## src/rtl/blit_pkg.sv

```systemverilog
package blit_pkg;

  typedef enum logic [2:0] {
    ST_IDLE,
    ST_RSRC,
    ST_RDST,
    ST_CALC,
    ST_WRITE
  } walk_state_t;

  typedef struct packed {
    logic        wr_alpha;
    logic        wr_rgb;
    logic [7:0]  rop;
    logic [1:0]  depth;
    logic [15:0] dpitch;
    logic [15:0] dx1;
    logic [15:0] dy1;
    logic [15:0] dx2;
    logic [15:0] dy2;
    logic [31:0] dbase;
    logic [15:0] sx;
    logic [15:0] sy;
    logic [15:0] spitch;
    logic [31:0] sbase;
  } blit_cmd_t;

  function automatic logic [2:0] bpp_of(input logic [1:0] depth);
    case (depth)
      2'b00:   return 3'd1;
      2'b01:   return 3'd2;
      default: return 3'd4;
    endcase
  endfunction

  function automatic logic [7:0] rop_byte(input logic [7:0] code,
                                          input logic [7:0] s,
                                          input logic [7:0] d);
    logic [7:0] r;
    for (int i = 0; i < 8; i++) r[i] = code[{s[i], d[i]}];
    return r;
  endfunction

  function automatic logic [31:0] byte_addr(input logic [31:0] base,
                                            input logic [15:0] x,
                                            input logic [15:0] y,
                                            input logic [15:0] pitch,
                                            input logic [2:0]  bpp);
    return base + 32'(y) * 32'({pitch[15:2], 2'b00}) + 32'(x) * 32'(bpp);
  endfunction

endpackage

```

## src/rtl/blit_cmd_collect.sv

```systemverilog
module blit_cmd_collect
  import blit_pkg::*;
(
  input  logic        clk,
  input  logic        rst_n,
  input  logic        cmd_valid,
  input  logic [31:0] cmd_word,
  input  logic        engine_idle,
  output logic        cmd_ready,
  output logic        go,
  output blit_cmd_t   cmd
);
  localparam int NWORDS = 8;
  localparam int CNTW   = $clog2(NWORDS);

  logic [CNTW-1:0] cnt;
  logic [31:0]     hold [NWORDS-1];
  logic            accept;
  logic            unused_bits;

  assign cmd_ready = engine_idle;
  assign accept    = cmd_valid && cmd_ready;
  assign go        = accept && (cnt == CNTW'(NWORDS - 1));

  always_ff @(posedge clk) begin
    if (!rst_n) begin
      cnt <= '0;
      for (int i = 0; i < NWORDS - 1; i++) hold[i] <= '0;
    end else if (accept) begin
      cnt <= cnt + 1'b1;
      if (!go) hold[cnt] <= cmd_word;
    end
  end

  always_comb begin
    cmd.wr_alpha = hold[0][21];
    cmd.wr_rgb   = hold[0][20];
    cmd.rop      = hold[1][23:16];
    cmd.depth    = hold[1][25:24];
    cmd.dpitch   = hold[1][15:0];
    cmd.dx1      = hold[2][15:0];
    cmd.dy1      = hold[2][31:16];
    cmd.dx2      = hold[3][15:0];
    cmd.dy2      = hold[3][31:16];
    cmd.dbase    = hold[4];
    cmd.sx       = hold[5][15:0];
    cmd.sy       = hold[5][31:16];
    cmd.spitch   = hold[6][15:0];
    cmd.sbase    = cmd_word;
  end

  assign unused_bits = ^{hold[0][31:22], hold[0][19:0], hold[1][31:26], hold[6][31:16]};

endmodule

```

## src/rtl/blit_lane_path.sv

```systemverilog
module blit_lane_path
  import blit_pkg::*;
#(
  parameter int LANES = 4
) (
  input  logic [8*LANES-1:0] src_word,
  input  logic [8*LANES-1:0] dst_word,
  input  logic [1:0]         src_lane,
  input  logic [1:0]         dst_lane,
  input  logic [7:0]         rop,
  input  logic [2:0]         bpp,
  input  logic               wr_alpha,
  input  logic               wr_rgb,
  output logic [8*LANES-1:0] res_word,
  output logic [LANES-1:0]   res_be
);
  localparam int W = 8 * LANES;

  logic [W-1:0]     aligned;
  logic [LANES-1:0] pix_mask;

  assign aligned = (src_word >> {src_lane, 3'b000}) << {dst_lane, 3'b000};

  for (genvar g = 0; g < LANES; g++) begin : g_lane
    assign res_word[8*g +: 8] = rop_byte(rop, aligned[8*g +: 8], dst_word[8*g +: 8]);
  end

  always_comb begin
    case (bpp)
      3'd1:    pix_mask = LANES'(4'b0001);
      3'd2:    pix_mask = LANES'(4'b0011);
      default: pix_mask = LANES'({wr_alpha, wr_rgb, wr_rgb, wr_rgb});
    endcase
  end

  assign res_be = pix_mask << dst_lane;

endmodule

```

## src/rtl/blit_walker.sv

```systemverilog
module blit_walker
  import blit_pkg::*;
#(
  parameter int AW = 16
) (
  input  logic          clk,
  input  logic          rst_n,
  input  logic          go,
  input  blit_cmd_t     cmd,
  output logic          idle,
  output logic          rd_en,
  output logic [AW-3:0] rd_addr,
  input  logic [31:0]   rd_data,
  output logic          wr_en,
  input  logic          wr_ready,
  output logic [AW-3:0] wr_addr,
  output logic [31:0]   wr_data,
  output logic [3:0]    wr_be,
  output logic          done
);
  localparam int WAW = AW - 2;

  walk_state_t st;
  blit_cmd_t   cur;
  logic [15:0] x, y;
  logic [31:0] src_q, wdata_q;
  logic [3:0]  wbe_q;
  logic [WAW-1:0] waddr_q;
  logic        done_q;

  logic [2:0]  bpp;
  logic [15:0] sxc, syc;
  logic [31:0] saddr, daddr;
  logic [31:0] lane_data;
  logic [3:0]  lane_be;
  logic        go_empty, x_end, last_pix, wr_accept;
  logic        unused_addr;

  assign bpp      = bpp_of(cur.depth);
  assign sxc      = cur.sx + (x - cur.dx1);
  assign syc      = cur.sy + (y - cur.dy1);
  assign saddr    = byte_addr(cur.sbase, sxc, syc, cur.spitch, bpp);
  assign daddr    = byte_addr(cur.dbase, x, y, cur.dpitch, bpp);
  assign go_empty = go && ((cmd.dx2 <= cmd.dx1) || (cmd.dy2 <= cmd.dy1));
  assign x_end    = (x + 16'd1) == cur.dx2;
  assign last_pix = x_end && ((y + 16'd1) == cur.dy2);
  assign wr_accept = wr_en && wr_ready;

  blit_lane_path #(.LANES(4)) u_lane (
    .src_word (src_q),
    .dst_word (rd_data),
    .src_lane (saddr[1:0]),
    .dst_lane (daddr[1:0]),
    .rop      (cur.rop),
    .bpp      (bpp),
    .wr_alpha (cur.wr_alpha),
    .wr_rgb   (cur.wr_rgb),
    .res_word (lane_data),
    .res_be   (lane_be)
  );

  always_ff @(posedge clk) begin
    if (!rst_n) begin
      st      <= ST_IDLE;
      cur     <= '0;
      x       <= '0;
      y       <= '0;
      src_q   <= '0;
      wdata_q <= '0;
      wbe_q   <= '0;
      waddr_q <= '0;
      done_q  <= 1'b0;
    end else begin
      done_q <= 1'b0;
      case (st)
        ST_IDLE: begin
          if (go) begin
            cur <= cmd;
            x   <= cmd.dx1;
            y   <= cmd.dy1;
            if (go_empty) done_q <= 1'b1;
            else          st     <= ST_RSRC;
          end
        end
        ST_RSRC: st <= ST_RDST;
        ST_RDST: begin
          src_q <= rd_data;
          st    <= ST_CALC;
        end
        ST_CALC: begin
          wdata_q <= lane_data;
          wbe_q   <= lane_be;
          waddr_q <= daddr[AW-1:2];
          st      <= ST_WRITE;
        end
        ST_WRITE: begin
          if (wr_ready) begin
            if (last_pix) begin
              done_q <= 1'b1;
              st     <= ST_IDLE;
            end else begin
              st <= ST_RSRC;
              if (x_end) begin
                x <= cur.dx1;
                y <= y + 16'd1;
              end else begin
                x <= x + 16'd1;
              end
            end
          end
        end
        default: st <= ST_IDLE;
      endcase
    end
  end

  assign idle    = (st == ST_IDLE);
  assign rd_en   = (st == ST_RSRC) || (st == ST_RDST);
  assign rd_addr = (st == ST_RSRC) ? saddr[AW-1:2] : daddr[AW-1:2];
  assign wr_en   = (st == ST_WRITE);
  assign wr_addr = waddr_q;
  assign wr_data = wdata_q;
  assign wr_be   = wbe_q;
  assign done    = done_q;

  assign unused_addr = ^{saddr[31:AW], daddr[31:AW]};

  AST_NO_RD_DURING_WR: assert property (@(posedge clk) disable iff (!rst_n) !(rd_en && wr_en));
  AST_EMPTY_QUIET: assert property (@(posedge clk) disable iff (!rst_n) go_empty |=> (done && !wr_en && !rd_en));
  AST_BE_WITHIN_PIXEL: assert property (@(posedge clk) disable iff (!rst_n) wr_en |-> ($countones(wr_be) <= int'(bpp)));
  AST_WR_HOLD: assert property (@(posedge clk) disable iff (!rst_n) (wr_en && !wr_ready) |=> (wr_en && $stable(wr_addr) && $stable(wr_data) && $stable(wr_be)));
  AST_DONE_PULSE: assert property (@(posedge clk) disable iff (!rst_n) done |=> !done);
  AST_DONE_CAUSE: assert property (@(posedge clk) disable iff (!rst_n) done |-> ($past(wr_accept) || $past(go_empty)));

endmodule

```

## src/rtl/blit_copy_top.sv

```systemverilog
module blit_copy_top
  import blit_pkg::*;
#(
  parameter int AW = 16
) (
  input  logic          clk,
  input  logic          rst_n,
  input  logic          cmd_valid,
  output logic          cmd_ready,
  input  logic [31:0]   cmd_word,
  output logic          rd_en,
  output logic [AW-3:0] rd_addr,
  input  logic [31:0]   rd_data,
  output logic          wr_en,
  input  logic          wr_ready,
  output logic [AW-3:0] wr_addr,
  output logic [31:0]   wr_data,
  output logic [3:0]    wr_be,
  output logic          done
);
  blit_cmd_t cmd;
  logic      go;
  logic      eng_idle;

  blit_cmd_collect u_collect (
    .clk         (clk),
    .rst_n       (rst_n),
    .cmd_valid   (cmd_valid),
    .cmd_word    (cmd_word),
    .engine_idle (eng_idle),
    .cmd_ready   (cmd_ready),
    .go          (go),
    .cmd         (cmd)
  );

  blit_walker #(.AW(AW)) u_walk (
    .clk      (clk),
    .rst_n    (rst_n),
    .go       (go),
    .cmd      (cmd),
    .idle     (eng_idle),
    .rd_en    (rd_en),
    .rd_addr  (rd_addr),
    .rd_data  (rd_data),
    .wr_en    (wr_en),
    .wr_ready (wr_ready),
    .wr_addr  (wr_addr),
    .wr_data  (wr_data),
    .wr_be    (wr_be),
    .done     (done)
  );

  AST_NO_CMD_DURING_WRITE: assert property (@(posedge clk) disable iff (!rst_n) wr_en |-> !cmd_ready);
  AST_GO_STARTS_WORK: assert property (@(posedge clk) disable iff (!rst_n) (go && !done) |=> (rd_en || done));

endmodule

```

## config.mk

```make
export PLATFORM = sky130hd
export DESIGN_NAME = blit_copy_top
export DESIGN_NICKNAME = d
export VERILOG_FILES = /design/src/rtl/blit_pkg.sv /design/src/rtl/blit_cmd_collect.sv /design/src/rtl/blit_lane_path.sv /design/src/rtl/blit_walker.sv /design/src/rtl/blit_copy_top.sv
export SDC_FILE = /design/constraint.sdc
export NUM_CORES = 2
export LEC_CHECK = 0
export CAP_MARGIN = 15
export CORE_MARGIN = 5
export CORE_UTILIZATION = 55
export CTS_CLUSTER_SIZE = 8
export DETAILED_ROUTE_END_ITERATION = 12
export DONT_BUFFER_PORTS = 1
export HOLD_SLACK_MARGIN = 0.1
export PLACE_DENSITY = 0.7
export SLEW_MARGIN = 40
export SYNTH_ARGS = -nofsm -noshare
export SYNTH_HDL_FRONTEND = slang
export SYNTH_SLANG_ARGS = --single-unit
export TNS_END_PERCENT = 10
```

## constraint.sdc

```tcl
create_clock -name clk -period 14.8 [get_ports clk]
set_input_delay 2.22 -clock clk [delete_from_list [all_inputs] [get_ports clk]]
set_output_delay 2.22 -clock clk [all_outputs]
set_load 0.05 [all_outputs]
```

==> run_results.csv <==
group,metric,value,unit
timing,slew_violations,0,
worst_setup_path,cp.required,12.58,ns
routing,ant_nets,0,
routing,via_per_inst,5.66,
worst_setup_path,path_max_fanout,19,
worst_setup_path,critical-path-top-delay-family,"adder cells",
timing,tightest_slew,0.842,ns
timing,slew_headroom,0.434,
placement,port_buffers,0,
worst_setup_path,worst_setup_path_end_kind,"output port",
floorplan,die_height,247,µm
timing,min_period,13.91,ns
clock_tree,cts_hold_buf,0,
worst_setup_path,cp_slowest_cell,"dfxtp_1",
routing,firstDrtPassIters,6,
clock_tree,clk_latency,0.62,ns
clock_tree,cts.path.max_buffers,3,
worst_setup_path,worstSetupStartpointType,"register",
worst_setup_path,r2r_start,"u_walk.y[3]",
yosys,synthSimpleGateAreaFrac,0.187,
worst_setup_path,crit_cells,42,
run_status,outcome,"complete, no violations",
power_and_ir_drop,power_per_cell_area,80.3,mW/mm²
yosys,synthAdderAreaFrac,0.216,
min_path,hold_start,"u_walk.cur[59]",
global_routing,grt_use_total,0.284,
yosys,synthMuxAreaShare,0.0416,
clock_tree,htreeDepth,2,
routing,drt_iter0_drc,2327,
cells_and_area,drive_gt1_frac,0.0592,
global_routing,grt_pass1_wl,137000,µm
clock_tree,cts_buffers,60,
placement,gp_congestion,0.918,
worst_setup_path,crit_buf_inv,10,
worst_setup_path,endpoint,"rd_addr[13]",
yosys,synthArstFlopShare,0,
cells_and_area,multiInputGateArea,0.0189,mm²
timing,rsz0062_at_grt,"false",
yosys,synth_top_family_by_area,"adder cells",
timing,hold_violations,0,
yosys,syn_nets,4108,
cells_and_area,area_growth,7.72,%
worst_setup_path,r2r_cells,32,
floorplan,rows,87,
routing,wire_per_inst,20.2,µm
yosys,synth_compound_area_frac,0.106,
floorplan,core,0.0562,mm²
global_routing,grt_max_degree,132,
clock_tree,cts.clk_slew.worst_paths,0.05,ns
worst_setup_path,rrSetupSlack,6.38,ns
floorplan,dieArea,0.0613,mm²
timing,fin_tns_setup,0,ns
global_routing,antenna_found_initial,2,
placement,dp_hpwl,63100,µm
yosys,synth-seq-area-share,0.318,
yosys,netlist_area,0.0310,mm²
yosys,yosysWarnings,0,
yosys,ys_ff_latch,427,
clock_tree,ctsResizeCount,0,
yosys,syn_area_per_cell,8.53,µm²
cells_and_area,n_fill_cell,5067,
cells_and_area,seqCellArea,0.00987,mm²
routing,vias,24600,
worst_setup_path,worstSetupPathType,"register to output port",
floorplan,start_util,0.552,
yosys,ys.flop_type,"dfxtp_1",
clock_tree,cts_setup_buffers,0,
timing,period_share,0.940,
clock_tree,clock_sinks,427,
timing,finClkSkew,0.0254,ns
timing,max_freq,71.9,MHz
yosys,synth_edf_count,132,
clock_tree,cts_root_buffer,"clkbuf_16",
floorplan,io_pins,136,
yosys,synth_xor_area_frac,0.0533,
global_routing,gr-total-overflow,0,
global_routing,grt_pass1_vias,24100,
routing,drc_errors,0,
yosys,synth_cells,3637,
clock_tree,tritoncts,"built",
worst_setup_path,arrival,11.69,ns
cells_and_area,final_util,0.595,
min_path,hp-class,"register to register",
power_and_ir_drop,leakage,13.6,nW
routing,wl,87400,µm
timing,finalSetupViolCount,0,
power_and_ir_drop,ir_drop,0.0000938,V
worst_setup_path,cp-startpoint,"u_walk.y[5]",
worst_setup_path,reg2reg_to,"u_walk.wr_addr[13]",
yosys,yosysUniqueCellTypes,85,
worst_setup_path,critical_path.max_stage_delay,0.79,ns
floorplan,die_w,247,µm
run,cap_violations,0,
cells_and_area,diodes,0,
cells_and_area,layout.nets,4010,
==> registers in the layout, summed over array words and instances, names as in the netlist <==
| register | flops |
|---|---|
| u_walk.wr_be | 4 |
| u_walk.y | 16 |
| u_walk.cur | 160 |
| u_walk.wr_addr | 14 |
| u_walk.x | 16 |
| u_collect.cnt | 3 |
| u_walk.st | 3 |
| u_walk.wr_data | 32 |
| u_walk.done | 1 |
| u_collect.hold | 146 |
| u_walk.src_q | 32 |
==> worst min-delay path, cell delays in order, from the launching register on <==
cell and delay, ns:
dfxtp_1 0.30, nand2_1 0.05, a21oi_1 0.05
==> worst min-delay path by stage <==
stage                           end  slack (ns)  cells after the start
2_1_floorplan        u_walk.cur[47]        0.43                      2
6_report             u_walk.cur[59]        0.45                      2
3_3_place_gp         u_walk.cur[44]        0.44                      2
5_1_grt              u_walk.cur[69]        0.47                      2
4_1_cts        u_collect.hold[6][8]        0.45                      2
3_5_place_dp   u_collect.hold[6][8]        0.45                      2
==> placed cells by master, fill, tap and decap left out, drive strengths merged, types with 21 or more instances in the layout <==
| master | instances |
|---|---|
| nor3 | 38 |
| o21ai | 100 |
| xnor2 | 125 |
| nand2 | 818 |
| nand2b | 25 |
| mux4 | 32 |
| fa | 220 |
| xor2 | 49 |
| clkbuf | 101 |
| a21oi | 315 |
| and2 | 117 |
| ha | 183 |
| nand3 | 40 |
| nor2 | 191 |
| a211oi | 24 |
| inv | 447 |
| mux2i | 39 |
| edfxtp | 132 |
| nor2b | 28 |
| buf | 37 |
| a21o | 21 |
| dfxtp | 295 |
==> cells in the mapped netlist, types with 12 or more instances <==
cell type,instances,area (µm²)
buf_2,12,60.1
buf_1,12,45.0
o21ai_0,78,390
edfxtp_1,132,3960
xnor2_1,125,1090
nand2b_1,25,156
inv_1,443,1660
mux2_2,16,180
o21ai_1,21,105
nand3_1,39,195
mux4_2,32,721
and3_1,16,100
nor3_1,36,180
o21a_1,17,128
ha_1,183,2290
a22oi_1,15,113
a21o_1,21,158
and2_1,116,726
a21oi_1,315,1580
fa_1,220,4400
a211oi_1,24,180
nand2_1,817,3070
clkbuf_1,172,646
xor2_1,47,412
dfxtp_1,295,5910
nor2b_1,28,175
nand4_1,20,125
mux2i_1,39,390
nor2_1,191,717
==> per-layer routing <==
metal  up-vias  share of wire  GRT usage
li1      11500              -          -
met1     11900           0.43      0.399
met2       944           0.44      0.430
met3       197          0.089     0.0631
met4         2          0.044      0.115
met5         -       0.000080          0
==> logic make-up after synthesis <==
family,Yosys count
multiplexers,87
XOR/XNOR,179
flip-flops,427
adder cells (fa/ha/maj),403
AO/OA/AOI/OAI,564
buffers and inverters,644
AND/OR/NAND/NOR,1333
==> power breakdown <==
| group | internal, W | leakage (nW) | switching, W | total [W] |
|---|---|---|---|---|
| clock | 0.000759 | 0.822 | 0.000527 | 0.00129 |
| sequential | 0.00123 | 3.74 | 0.0000174 | 0.00125 |
| combinational | 0.0000429 | 9.06 | 0.000101 | 0.000144 |
==> final cells by class <==
type                    instances  area share
multi-input cells            2566       0.565
flip-flops and latches        427       0.296
inverters                     447      0.0504
clock buffers                 101      0.0501
well taps                     756      0.0283
repair buffers                 37     0.00925
clock inverters                 3     0.00165
==> per-stage QoR <==
step | hold WS [ns] | worst slack [ns] | instance area [µm²] | instances | total power [W]
global placement | 0.440 | 1.83 | 31500 | 4230 | 0.00141
CTS | 0.454 | 0.960 | 33400 | 4336 | 0.00269
finish | 0.452 | 0.894 | 33400 | 4337 | 0.00268
global route | 0.467 | 0.330 | 33400 | 4337 | 0.00276
floorplan | 0.432 | 2.31 | 31000 | 3637 | 0.00137
detailed placement | 0.447 | 1.64 | 31600 | 4232 | 0.00142
Note: power is estimated with default switching activity, not from simulation.
